$ cat src/rtl/ctl_i2c_pkg.sv
// Package: shared types and register addresses for the control-register slave.
// Assumes: two-bit register addresses; address 0 holds no register.
package ctl_i2c_pkg;

    typedef enum logic [1:0] {
        PH_IDLE = 2'd0,   // waiting for START
        PH_RX   = 2'd1,   // shifting in a byte
        PH_ACK  = 2'd2,   // driving the acknowledge bit
        PH_MUTE = 2'd3    // rejected, silent until next START
    } phase_t;

    localparam logic [1:0] RA_RATE = 2'd1;
    localparam logic [1:0] RA_VOL  = 2'd2;
    localparam logic [1:0] RA_CFG  = 2'd3;

endpackage

$ cat src/rtl/i2c_line_sync.sv
// Module: synchronizes SCL/SDA into the clk domain and flags edges and bus
// conditions. Assumes SCL/SDA are slow compared to clk (several clk periods per
// level). Lines reset to the idle-high state.
module i2c_line_sync #(
    parameter int STAGES = 2
) (
    input  logic clk,
    input  logic rst_n,
    input  logic scl_i,
    input  logic sda_i,
    output logic sda_s,
    output logic scl_rise,
    output logic scl_fall,
    output logic start_det,
    output logic stop_det
);
    logic [STAGES-1:0] scl_pipe;
    logic [STAGES-1:0] sda_pipe;
    logic              scl_q;
    logic              sda_q;
    logic              scl_s;

    // Shift the raw lines through the synchronizer chain.
    generate
        if (STAGES == 1) begin : g_one
            always_ff @(posedge clk) begin
                if (!rst_n) begin
                    scl_pipe <= '1;
                    sda_pipe <= '1;
                end else begin
                    scl_pipe <= scl_i;
                    sda_pipe <= sda_i;
                end
            end
        end else begin : g_chain
            always_ff @(posedge clk) begin
                if (!rst_n) begin
                    scl_pipe <= '1;
                    sda_pipe <= '1;
                end else begin
                    scl_pipe <= {scl_pipe[STAGES-2:0], scl_i};
                    sda_pipe <= {sda_pipe[STAGES-2:0], sda_i};
                end
            end
        end
    endgenerate

    assign scl_s = scl_pipe[STAGES-1];
    assign sda_s = sda_pipe[STAGES-1];

    // Keep the previous synchronized levels for edge detection.
    always_ff @(posedge clk) begin
        if (!rst_n) begin
            scl_q <= 1'b1;
            sda_q <= 1'b1;
        end else begin
            scl_q <= scl_s;
            sda_q <= sda_s;
        end
    end

    // Decode edges and START/STOP (SDA moving while SCL stays high).
    always_comb begin
        scl_rise  = scl_s & ~scl_q;
        scl_fall  = ~scl_s & scl_q;
        start_det = scl_s & scl_q & sda_q & ~sda_s;
        stop_det  = scl_s & scl_q & ~sda_q & sda_s;
    end
endmodule

$ cat src/rtl/i2c_wr_engine.sv
// Module: write-only transaction engine. It shifts in bytes, decides the
// acknowledge for each, decodes the subaddress and emits one-cycle commit pulses.
// Assumes: edge strobes are one cycle wide; the volume register is the only
// 16-bit one.
module i2c_wr_engine
    import ctl_i2c_pkg::*;
#(
    parameter logic [7:0] DEV_BYTE = 8'h9A,
    parameter logic [1:0] FIXED_CS = 2'd3,
    parameter int         DW       = 16
) (
    input  logic          clk,
    input  logic          rst_n,
    input  logic          sda_s,
    input  logic          scl_rise,
    input  logic          scl_fall,
    input  logic          start_det,
    input  logic          stop_det,
    input  logic [1:0]    strap_cs,
    input  logic          fixed_cs_mode,
    output logic          sda_oe,
    output logic          wr_en,
    output logic [1:0]    wr_addr,
    output logic [DW-1:0] wr_data
);
    localparam int BW = DW / 2;

    phase_t        phase;
    logic [BW-1:0] shreg;
    logic [3:0]    bit_cnt;
    logic [2:0]    byte_idx;
    logic [BW-1:0] hi_byte;
    logic [1:0]    eff_cs;
    logic          is_wide;
    logic          take;

    // Pick the chip-select value and judge whether the byte just received is accepted.
    always_comb begin
        eff_cs  = fixed_cs_mode ? FIXED_CS : strap_cs;
        is_wide = (wr_addr == RA_VOL);
        case (byte_idx)
            3'd0:    take = (shreg == DEV_BYTE);
            3'd1:    take = (shreg[7:4] == 4'd0) && (shreg[3:2] == eff_cs) &&
                            (shreg[1:0] != 2'd0);
            3'd2:    take = 1'b1;
            3'd3:    take = is_wide;
            default: take = 1'b0;
        endcase
    end

    // Transaction state machine: receive, acknowledge, commit or go silent.
    always_ff @(posedge clk) begin
        if (!rst_n) begin
            phase    <= PH_IDLE;
            shreg    <= '0;
            bit_cnt  <= '0;
            byte_idx <= '0;
            hi_byte  <= '0;
            sda_oe   <= 1'b0;
            wr_en    <= 1'b0;
            wr_addr  <= '0;
            wr_data  <= '0;
        end else begin
            wr_en <= 1'b0;
            if (start_det) begin
                phase    <= PH_RX;
                bit_cnt  <= '0;
                byte_idx <= '0;
                sda_oe   <= 1'b0;
            end else if (stop_det) begin
                phase  <= PH_IDLE;
                sda_oe <= 1'b0;
            end else begin
                case (phase)
                    PH_RX: begin
                        if (scl_rise && bit_cnt < 4'd8) begin
                            shreg   <= {shreg[BW-2:0], sda_s};
                            bit_cnt <= bit_cnt + 4'd1;
                        end
                        if (scl_fall && bit_cnt == 4'd8) begin
                            if (take) begin
                                sda_oe <= 1'b1;
                                phase  <= PH_ACK;
                                if (byte_idx == 3'd1) begin
                                    wr_addr <= shreg[1:0];
                                end
                                if (byte_idx == 3'd2) begin
                                    if (is_wide) begin
                                        hi_byte <= shreg;
                                    end else begin
                                        wr_en   <= 1'b1;
                                        wr_data <= {{BW{1'b0}}, shreg};
                                    end
                                end
                                if (byte_idx == 3'd3) begin
                                    wr_en   <= 1'b1;
                                    wr_data <= {hi_byte, shreg};
                                end
                            end else begin
                                phase <= PH_MUTE;
                            end
                        end
                    end
                    PH_ACK: begin
                        if (scl_fall) begin
                            sda_oe   <= 1'b0;
                            bit_cnt  <= '0;
                            byte_idx <= byte_idx + 3'd1;
                            phase    <= PH_RX;
                        end
                    end
                    default: begin
                    end
                endcase
            end
        end
    end
endmodule

$ cat src/rtl/ctl_reg_bank.sv
// Module: the three control registers. Reset clears them; one clock after reset
// is released, the defaults are loaded once. Assumes one-cycle write pulses.
module ctl_reg_bank
    import ctl_i2c_pkg::*;
#(
    parameter int            DW          = 16,
    parameter logic [DW-1:0] VOL_DEFAULT = 16'h2C2C,
    parameter logic [7:0]    CFG_DEFAULT = 8'h04
) (
    input  logic          clk,
    input  logic          rst_n,
    input  logic          wr_en,
    input  logic [1:0]    wr_addr,
    input  logic [DW-1:0] wr_data,
    output logic [7:0]    rate_q,
    output logic [DW-1:0] vol_q,
    output logic [7:0]    cfg_q,
    output logic          dflt_load
);
    logic init_pend;

    assign dflt_load = init_pend;

    // Arm the one-shot default load during reset; clear it once used.
    always_ff @(posedge clk) begin
        if (!rst_n) init_pend <= 1'b1;
        else        init_pend <= 1'b0;
    end

    // Register update: clear, default load, then committed writes.
    always_ff @(posedge clk) begin
        if (!rst_n) begin
            rate_q <= '0;
            vol_q  <= '0;
            cfg_q  <= '0;
        end else if (init_pend) begin
            vol_q <= VOL_DEFAULT;
            cfg_q <= CFG_DEFAULT;
        end else if (wr_en) begin
            case (wr_addr)
                RA_RATE: rate_q <= wr_data[7:0];
                RA_VOL:  vol_q  <= wr_data;
                RA_CFG:  cfg_q  <= wr_data[7:0];
                default: begin
                end
            endcase
        end
    end
endmodule

$ cat src/rtl/ctl_regs_i2c_wr.sv
// Module: top of the write-only control-register slave. Connects the line
// synchronizer, the transaction engine and the register bank.
// Assumes: the pad turns sda_oe into an open-drain pull-down on SDA.
module ctl_regs_i2c_wr #(
    parameter int          SYNC_STAGES = 2,
    parameter logic [7:0]  DEV_BYTE    = 8'h9A,
    parameter logic [15:0] VOL_DEFAULT = 16'h2C2C,
    parameter logic [7:0]  CFG_DEFAULT = 8'h04
) (
    input  logic        clk,
    input  logic        rst_n,
    input  logic        scl_i,
    input  logic        sda_i,
    output logic        sda_oe,
    input  logic [1:0]  strap_cs,
    input  logic        fixed_cs_mode,
    output logic [7:0]  rate_reg,
    output logic [15:0] vol_reg,
    output logic [7:0]  cfg_reg
);
    localparam int DW = 16;

    logic          sda_s;
    logic          scl_rise;
    logic          scl_fall;
    logic          start_det;
    logic          stop_det;
    logic          wr_en;
    logic [1:0]    wr_addr;
    logic [DW-1:0] wr_data;
    logic          dflt_load;

    i2c_line_sync #(.STAGES(SYNC_STAGES)) u_sync (
        .clk(clk), .rst_n(rst_n), .scl_i(scl_i), .sda_i(sda_i),
        .sda_s(sda_s), .scl_rise(scl_rise), .scl_fall(scl_fall),
        .start_det(start_det), .stop_det(stop_det)
    );

    i2c_wr_engine #(.DEV_BYTE(DEV_BYTE), .FIXED_CS(2'd3), .DW(DW)) u_eng (
        .clk(clk), .rst_n(rst_n), .sda_s(sda_s), .scl_rise(scl_rise),
        .scl_fall(scl_fall), .start_det(start_det), .stop_det(stop_det),
        .strap_cs(strap_cs), .fixed_cs_mode(fixed_cs_mode), .sda_oe(sda_oe),
        .wr_en(wr_en), .wr_addr(wr_addr), .wr_data(wr_data)
    );

    ctl_reg_bank #(.DW(DW), .VOL_DEFAULT(VOL_DEFAULT), .CFG_DEFAULT(CFG_DEFAULT)) u_bank (
        .clk(clk), .rst_n(rst_n), .wr_en(wr_en), .wr_addr(wr_addr),
        .wr_data(wr_data), .rate_q(rate_reg), .vol_q(vol_reg), .cfg_q(cfg_reg),
        .dflt_load(dflt_load)
    );
endmodule

$ cat config.mk
export PLATFORM = sky130hd
export DESIGN_NAME = ctl_regs_i2c_wr
export DESIGN_NICKNAME = d
export VERILOG_FILES = /design/src/rtl/ctl_i2c_pkg.sv /design/src/rtl/i2c_line_sync.sv /design/src/rtl/i2c_wr_engine.sv /design/src/rtl/ctl_reg_bank.sv /design/src/rtl/ctl_regs_i2c_wr.sv
export SDC_FILE = /design/constraint.sdc
export NUM_CORES = 1
export LEC_CHECK = 0
export BUFFER_PORTS_ARGS = -buffer_cell sky130_fd_sc_hd__buf_2
export CORE_MARGIN = 1.5
export CORE_UTILIZATION = 55
export DETAILED_ROUTE_END_ITERATION = 8
export GPL_TIMING_DRIVEN = 0
export PLACE_DENSITY = 0.76
export SYNTH_ARGS = -nofsm -noshare
export SYNTH_HDL_FRONTEND = slang
export SYNTH_SLANG_ARGS = --single-unit
$ cat constraint.sdc
create_clock -name clk -period 2.7 [get_ports clk]
set_clock_uncertainty 0.05 [all_clocks]
set_input_delay 0.54 -clock clk [delete_from_list [all_inputs] [get_ports clk]]
set_output_delay 0.54 -clock clk [all_outputs]
set_load 0.1 [all_outputs]
==> metrics.txt, run 1 <==
status completed; Post-Syn Area 0.00348 mm2; post-detail-place hpwl 5160 um; fin cells 532; Post-synth top flop dfxtp_1; multiplexer share of the synthesized area 0.0978; Max Freq 0.420 GHz; main combinational cell family by area after synthesis simple AND/OR/NAND/NOR gates; worst stage delay on the critical path 0.35 ns; syn nets 419; io pins 40; Critical Path Stages 9; post-route ant nets 0; port bufs 38; largest net degree at the start of global routing 17; Via Count 2905; Mapped Cells 403; RSZ-0062 raised after global routing no; Synth Area in Adders 0.0324; Seq cells post-synth 84; Psw 0.779 mW; final period demand of the worst path 2.38 ns; CTS tree built; Initial Utilization 0.578; EDFF count, synth 0; xor/xnor cell area share of the yosys netlist 0.00755; sw frac 0.297; WHS 0.312 ns; # H-tree levels 3; crit path from u_eng.byte_idx[0]; Leak 1.59 nW; Yosys top cell by area dfxtp_1; iteration count of the initial detailed-routing pass 4; Root Buffer clkbuf_8; Die W 82.6 um; aggregate global routing overflow 0; CP Cell Sequence inv_1, ha_1, nand4_1, nor4b_2, nor4_1, o22ai_2, nor3b_1, buf_4, mux2i_1; Rows 28; CP max FO 8; PD cells 660 mW/mm2; drt first-iter violations 161; slowest CP cell o22ai_2; Nets 468; clock network power share 0.351; end of the critical path u_eng.hi_byte[5]; sequential share of power 0.498; critical path data required time 2.93 ns; number of global-route vias before repair 2592; Yosys warning total 0; Clock Sinks 84; Area growth syn-to-layout 14.1%; Async S/R FF share, synth 0; initial antenna violation count 0; Pint 1.84 mW; Synth cell types 45; drt wl/cell 13.6 um; Vias per Instance 5.46; Synth Area in Compound Gates 0.100; cell family with most CP delay simple AND/OR/NAND/NOR gates; fin util 0.659; reg2reg path depth 9; GRT Util Overall 0.231; register area share after synthesis 0.483; Antenna diodes 0; peak supply drop 0.000338 V; core area 0.00603 mm2; worst skew pair latency 0.36 ns; Hold Vio Cnt, Final 0; Slew Limit Fails 0; DRC Markers 0; Area contributors post-synth dfxtp_1 (48%), nand2_1 (12%), mux2i_1 (9.8%), a21oi_1 (5.0%), ha_1 (3.2%); crit path capture type register; chip height 82.6 um; Max clock buf depth 2; worst path bufs/invs 2; Comb power frac 0.151; worst r2r dst u_eng.hi_byte[5]; Worst Tran Pin Value 0.791 ns; Hold WC Path Type in2reg; fin worst setup slack 0.319 ns; reg2reg setup slack 0.32 ns; CTS resizes 0; dpl ws 0.383 ns; total placed cells including tap cells 516; Worst EP arrival 2.62 ns; Post-CTS Hold Fix Bufs 0; syn avg cell area 8.64 um2; simple logic cell fraction of the synthesized area 0.243; die footprint 0.00682 mm2; total CTS buffers 9; Fin Setup TNS 0 ns; area share of the leading cell type in the synthesized netlist 0.483; reg-to-reg startpoint u_eng.byte_idx[0]; share of layout cells above drive strength 1 0.144; Hold Path Depth 2; first-pass GRT wire length 11900 um; Worst slew margin 0.468; Final period util 0.882; routability congestion estimate from global placement 0.768; Setup Buffers After CTS 0; final WL 7250 um; CP Launch Type register; Setup violations, final 0; Crit Path Class reg2reg; max-cap violations 0; Worst-path clk slew 0.08 ns
## power by group through the flow
stage	logic, mW	registers [mW]	clock network (mW)
after global routing	0.451	1.31	0.995
after global placement	0.381	1.33	0
after detailed placement	0.391	1.33	0
final	0.394	1.30	0.920
after CTS	0.393	1.31	0.932
after floorplan	0.264	1.38	0
## layout make-up
cell class                 count  area [um2]
inverter                      11        41.3
sequential                    84        1680
buffer                        19        83.8
fill                         529        2060
clock inverter                 7        81.3
clock buffer                   9         124
tap                           75        93.8
multi-input combinational    289        1670
timing repair buffer          38         190
## cells in the mapped netlist (all sizes together), types with 2 or more instances
cell type and count:
nand2 112, dfxtp 84, a21oi 35, mux2i 34, nor2 26, clkbuf 16, nand3 15, inv 10
ha 9, a31oi 8, nand2b 8, nor3 6, o21ai 6, buf 3, nand4 3, a211oi 2
and3 2, nor2b 2, nor4 2, nor4b 2, o22ai 2, or3 2, or3b 2, xor2 2
## state kept, by name, indices dropped and copies added (netlist names), 3 cells and up
signal	flops
u_eng.bit_cnt	4
u_bank.rate_q	8
u_bank.cfg_q	8
u_eng.hi_byte	8
u_eng.wr_data	16
u_eng.shreg	8
u_bank.vol_q	16
u_eng.byte_idx	3
## cell families (layout without fill, tap and decap cells)
kind of cell / count (synthesis) / after routing
xor gates and xnor gates: 3 / 3
buffers and inverters: 30 / 84
AOI/OAI and AO/OA: 57 / 57
DFF: 84 / 84
muxes: 34 / 34
adders and majority gates: 9 / 9
and+or+nand+nor: 186 / 186
## per-layer routing
| layer | GRT usage | share of wire | up-vias |
|---|---|---|---|
| met3 | 0.0571 | 0.042 | 16 |
| met5 | 0 | 0 | - |
| li1 | - | - | 1470 |
| met4 | 0.0867 | 0.019 | 0 |
| met2 | 0.358 | 0.45 | 69 |
| met1 | 0.310 | 0.49 | 1350 |
## worst min-delay path by stage
stage                            start                  to  slack, ns
floorplan           u_sync.scl_pipe[0]  u_sync.scl_pipe[1]       0.34
global placement    u_sync.sda_pipe[0]  u_sync.sda_pipe[1]       0.34
detailed placement  u_sync.scl_pipe[0]  u_sync.scl_pipe[1]       0.35
CTS                              sda_i  u_sync.sda_pipe[0]       0.31
global route                     sda_i  u_sync.sda_pipe[0]       0.30
finish                           sda_i  u_sync.sda_pipe[0]       0.31
## metrics by stage
stage	instance area, um2	power [mW]
floorplan	3480	1.65
global placement	3760	1.71
detailed placement	3760	1.73
CTS	3970	2.63
global route	3970	2.76
finish	3970	2.62
## placed cells by master (no fill, tap or decap), types with 2 or more instances in the layout
cell	instances
nand3_1	15
mux2i_1	34
buf_2	39
inv_1	10
nor2_1	25
and3_1	2
nor2b_1	2
o21ai_1	2
nand2_1	112
a31oi_1	8
o21ai_0	4
xor2_1	2
inv_6	3
nor3_1	6
clkinv_4	2
nand2b_1	7
nor4_1	2
a21oi_1	35
dfxtp_1	84
ha_1	9
clkbuf_8	9
clkbuf_1	16
nand4_1	2
(Power assumes the default switching activity.)
==> run 2: changes to the inputs <==
--- a/config.mk
+++ b/config.mk
@@ -6,11 +6,13 @@
 export NUM_CORES = 1
 export LEC_CHECK = 0
 export BUFFER_PORTS_ARGS = -buffer_cell sky130_fd_sc_hd__buf_2
+export CELL_PAD_IN_SITES_DETAIL_PLACEMENT = 0
+export CELL_PAD_IN_SITES_GLOBAL_PLACEMENT = 1
 export CORE_MARGIN = 1.5
-export CORE_UTILIZATION = 55
+export CORE_UTILIZATION = 43
 export DETAILED_ROUTE_END_ITERATION = 8
 export GPL_TIMING_DRIVEN = 0
-export PLACE_DENSITY = 0.76
+export PLACE_DENSITY_LB_ADDON = 0.1
 export SYNTH_ARGS = -nofsm -noshare
 export SYNTH_HDL_FRONTEND = slang
 export SYNTH_SLANG_ARGS = --single-unit
==> metrics.txt, run 2 (synthesis results as in run 1) <==
status completed; Max Freq 0.439 GHz (+4.6%); fin worst setup slack 0.423 ns (+0.104 ns); crit path capture type register; final WL 7640 um (+5.4%); largest net degree at the start of global routing 16 (-1); routability congestion estimate from global placement 0.780 (+1.5%); RSZ-0062 raised after global routing no; Vias per Instance 5.01 (-8.3%); Hold Vio Cnt, Final 0 (unchanged); post-detail-place hpwl 5560 um (+7.7%); metal1 wirelength 4130 um (+17%); metal3 WL 289 um (-6.2%); # H-tree levels 3 (unchanged); share of layout cells above drive strength 1 0.144 (unchanged); CTS resizes 0 (unchanged); reg2reg path depth 9 (unchanged); Worst slew margin 0.394 (-0.0743); initial antenna violation count 0 (unchanged); DR top layer met4; Initial Utilization 0.448 (-0.130); commonest cells after routing, fill and taps aside nand2_1 (112), dfxtp_1 (84), buf_2 (39), a21oi_1 (35), mux2i_1 (34); first-pass GRT wire length 12700 um (+6.8%); Leak 1.60 nW (+0.40%); io pins 40 (unchanged); CP Launch Type register; Hold Path End u_sync.scl_pipe[0]; DR WL met2 3130 um (-3.9%); fin util 0.516 (-0.143); aggregate global routing overflow 0 (unchanged); Root Buffer clkbuf_8; number of global-route vias before repair 2491 (-3.9%); CTS tree built; core area 0.00777 mm2 (+29%); Area growth syn-to-layout 15.1%; Die W 93.0 um (+13%); crit path from u_eng.byte_idx[1]; post-route ant nets 0 (unchanged); CP max FO 8 (unchanged); chip height 93.0 um (+13%); Worst EP arrival 2.51 ns (-0.11 ns); Fin Setup TNS 0 ns (unchanged); GRT Util Overall 0.191 (-0.0400); max-cap violations 0 (unchanged); Tot Pwr 2.63 mW (+0.42%); reg2reg setup slack 0.42 ns (+0.10 ns); port bufs 38 (unchanged); Post-CTS Hold Fix Bufs 0 (unchanged); drt wl/cell 13.7 um (+0.26%); Setup violations, final 0 (unchanged); PD cells 657 mW/mm2 (-0.49%); Antenna diodes 0 (unchanged); Via Count 2799 (-3.6%); commonest non-fill, non-tap cell in the layout nand2_1; Worst Tran Pin Value 0.902 ns (+0.111 ns); hold path startpoint scl_i; Hold WC Path Type in2reg; critical path data required time 2.93 ns (about the same); slowest CP cell dfxtp_1; Rows 32 (+14%); Hold Path Depth 2 (unchanged); peak supply drop 0.000271 V (-20%); FILL cells 779 (+47%); worst r2r dst u_eng.hi_byte[0]; Slew Limit Fails 0 (unchanged); worst skew pair latency 0.35 ns (about the same); drt first-iter violations 186 (+16%); final period demand of the worst path 2.28 ns (-0.104 ns); total placed cells including tap cells 543 (+5.2%); Worst-path clk slew 0.08 ns (about the same); DRC Markers 0 (unchanged); WHS 0.310 ns (-0.00109 ns); Clock Sinks 84 (unchanged); CP Cell Sequence inv_1, ha_1, nand4_1, nor4b_2, nor4_1, o22ai_2, nor3b_1, buf_4, mux2i_1; Nets 468 (unchanged); Setup Buffers After CTS 0 (unchanged); Crit Path Class reg2reg; die footprint 0.00864 mm2 (+27%); worst stage delay on the critical path 0.35 ns (about the same); dpl ws 0.426 ns (+0.0439 ns); Final period util 0.843 (-0.0387); fin cells 559 (+5.1%); total CTS buffers 9 (unchanged); DP Area 0.00380 mm2 (+0.90%); top flop regs u_bank.vol_q (16), u_eng.wr_data (16); iteration count of the initial detailed-routing pass 4 (unchanged); Final Cell Area 0.00401 mm2 (+0.91%); Max clock buf depth 2 (unchanged); reg-to-reg startpoint u_eng.byte_idx[1]
run 2: cell count changes in the layout (fill, tap and decap cells not counted), sizes merged:
cell and change:
clkbuf +1, clkinv +1, clkinvlp -1, inv -1
run 2: report_power, final:
group	leakage, nW	total [mW]	switching [mW]	internal, mW
logic	0.807	0.386	0.260	0.126
registers	0.681	1.31	0.0342	1.27
clock network	0.107	0.937	0.476	0.461
run 2: worst max-delay path, delay by kind of cell (launching register included):
kind	cells	cell delay, ns
and+or+nand+nor	4	0.75
DFF	1	0.35
buffers and inverters	2	0.35
AOI/OAI and AO/OA	1	0.33
muxes	1	0.20
adders and majority gates	1	0.17
run 2: final cells by class:
cell class,count,area (um2),share of cell area
Multi-Input combinational cell,289,1670,0.418
Clock buffer,10,138,0.0344
Clock inverter,6,70.1,0.0175
Buffer,19,83.8,0.0209
Sequential cell,84,1680,0.420
Tap cell,102,128,0.0319
Inverter,11,41.3,0.0103
Timing Repair Buffer,38,190,0.0475
run 2: routing by layer:
layer  global-route usage  vias up
met5                    0        -
li1                     -     1462
met4               0.0770        0
met2                0.271       46
met1                0.274     1285
met3               0.0480        6
run 2: how the worst max path moves through the flow:
| stage | end | cells after the start |
|---|---|---|
| 2_1_floorplan | u_eng.wr_data[10] | 9 |
| 3_3_place_gp | u_eng.hi_byte[1] | 9 |
| 3_5_place_dp | u_eng.wr_data[8] | 8 |
| 4_1_cts | u_eng.hi_byte[0] | 9 |
| 5_1_grt | u_eng.hi_byte[5] | 9 |
| 6_report | u_eng.hi_byte[0] | 9 |
==> run 3: changes to the inputs <==
--- a/config.mk
+++ b/config.mk
@@ -9,7 +9,7 @@
 export CELL_PAD_IN_SITES_DETAIL_PLACEMENT = 0
 export CELL_PAD_IN_SITES_GLOBAL_PLACEMENT = 1
 export CORE_MARGIN = 1.5
-export CORE_UTILIZATION = 43
+export CORE_UTILIZATION = 39
 export DETAILED_ROUTE_END_ITERATION = 8
 export GPL_TIMING_DRIVEN = 0
 export PLACE_DENSITY_LB_ADDON = 0.1
==> constraint.sdc (replaced) <==
create_clock -name clk -period 1.9 [get_ports clk]
set_clock_uncertainty 0.05 [all_clocks]
set_input_delay 0.38 -clock clk [delete_from_list [all_inputs] [get_ports clk]]
set_output_delay 0.38 -clock clk [all_outputs]
set_load 0.1 [all_outputs]
==> metrics.txt, run 3 (synthesis results as in run 1) <==
worst path bufs/invs 3 (+1); largest net degree at the start of global routing 15 (-1); Setup violations, final 28 (+28); dpl ws -0.442 ns (-0.869 ns); aggregate global routing overflow 0 (unchanged); Rows 34 (+6.3%); worst skew pair latency 0.36 ns (about the same); peak supply drop 0.000657 V (+140%); Vias per Instance 4.90 (-2.2%); post-route ant nets 0 (unchanged); total placed cells including tap cells 549 (+1.1%); first-pass GRT wire length 14000 um (+10%); CP Launch Type register; Die W 97.5 um (+4.8%); worst stage delay on the critical path 0.35 ns (about the same); Fin Setup TNS -3.23 ns (-3.23 ns); Worst-path clk slew 0.09 ns (about the same); Worst EP arrival 2.27 ns (-0.24 ns); Max clock buf depth 2 (unchanged); share of layout cells above drive strength 1 0.229 (+0.0849); drt wl/cell 14.2 um (+4.0%); WHS 0.144 ns (-0.167 ns); failing checks negative setup slack; post-detail-place hpwl 5780 um (+4.0%); fin worst setup slack -0.167 ns (-0.590 ns); die footprint 0.00950 mm2 (+9.9%); Leak 1.72 nW (+7.6%); fin util 0.497 (-0.0191); DP Area 0.00382 mm2 (+0.49%); status finished, violations left; metal1 wirelength 4000 um (-3.1%); max-cap violations 0 (unchanged); Nets 482 (+3.0%); Slew Limit Fails 0 (unchanged); Via Count 2836 (+1.3%); drt first-iter violations 58 (-69%); Root Buffer clkbuf_8; port bufs 38 (unchanged); Worst Tran Pin Value 0.855 ns (-0.0471 ns); cell family with most CP delay simple AND/OR/NAND/NOR gates; final period demand of the worst path 2.07 ns (-0.210 ns); Initial Utilization 0.401 (-0.0470); Worst slew margin 0.426 (+0.0317); total CTS buffers 9 (unchanged); number of global-route vias before repair 2827 (+13%); crit path capture type register; Area growth syn-to-layout 23.8%; routability congestion estimate from global placement 0.722 (-7.4%); top flop regs u_bank.vol_q (16), u_eng.wr_data (16); slowest CP cell nor4b_4; chip height 97.5 um (+4.8%); core area 0.00868 mm2 (+12%); Hold WC Path Type in2reg; CP max FO 5 (-3); CTS tree built; PD cells 935 mW/mm2 (+42%); Crit Path Class reg2reg; RSZ-0062 raised after global routing yes; DR top layer met4; Hold Vio Cnt, Final 0 (unchanged); GRT Util Overall 0.185 (-0.00575); Antenna diodes 0 (unchanged); critical path data required time 2.10 ns (-0.83 ns); iteration count of the initial detailed-routing pass 4 (unchanged); Clock Sinks 84 (unchanged); initial antenna violation count 0 (unchanged); CP Cell Sequence inv_2, ha_4, nand4_1, nor4b_4, o21ai_2, o22ai_4, buf_6, nand4_4, clkbuf_16, mux2i_1; Final period util 1.09 (+0.244); io pins 40 (unchanged); final WL 8230 um (+7.8%); metal3 WL 192 um (-34%); DR WL met2 3870 um (+24%); Tot Pwr 4.03 mW (+53%); commonest non-fill, non-tap cell in the layout nand2_1; # H-tree levels 3 (unchanged); commonest cells after routing, fill and taps aside nand2_1 (111), dfxtp_1 (77), buf_2 (39), mux2i_1 (34), a21oi_1 (33); fin cells 579 (+3.6%); Final Cell Area 0.00431 mm2 (+7.6%); DRC Markers 0 (unchanged); Max Freq 0.484 GHz (+10%)
run 3: area by class of cell:
class / instances / area, um2
fill: 872 / 4370
multi-input combinational: 289 / 1780
sequential: 84 / 1700
timing repair buffer: 53 / 339
clock buffer: 11 / 141
tap: 108 / 135
buffer: 18 / 96.3
clock inverter: 5 / 83.8
inverter: 11 / 41.3
run 3: where the power goes:
| group | total [mW] | switching (mW) | internal [mW] |
|---|---|---|---|
| registers | 1.86 | 0.0475 | 1.82 |
| clock network | 1.46 | 0.677 | 0.782 |
| logic | 0.708 | 0.437 | 0.271 |
| total | 4.03 | 1.16 | 2.87 |
run 3: final timing paths:
| check | start | to | slack (ns) | cells after the start |
|---|---|---|---|---|
| max | u_eng.byte_idx[0] | u_eng.wr_data[13] | -0.17 | 10 |
| min | sda_i | u_sync.sda_pipe[0] | 0.14 | 2 |
| max reg2reg | u_eng.byte_idx[0] | u_eng.wr_data[13] | -0.17 | 10 |
| min reg2reg | u_sync.scl_pipe[0] | u_sync.scl_pipe[1] | 0.36 | 1 |
run 3: what timing repair did:
| item | CTS | global route |
|---|---|---|
| buffers inserted | 11 | 4 |
| hold buffers | 0 | 0 |
| resized for setup | 20 | 23 |
| gates cloned | 1 | 0 |
| pin swaps | 7 | 6 |
| endpoints found under the setup margin | 51 | 52 |
run 3: layer usage:
layer / global-route usage / up-vias
met5: 0 / -
met4: 0.0791 / 0
met3: 0.0288 / 10
met2: 0.313 / 40
met1: 0.234 / 1300
li1: - / 1486
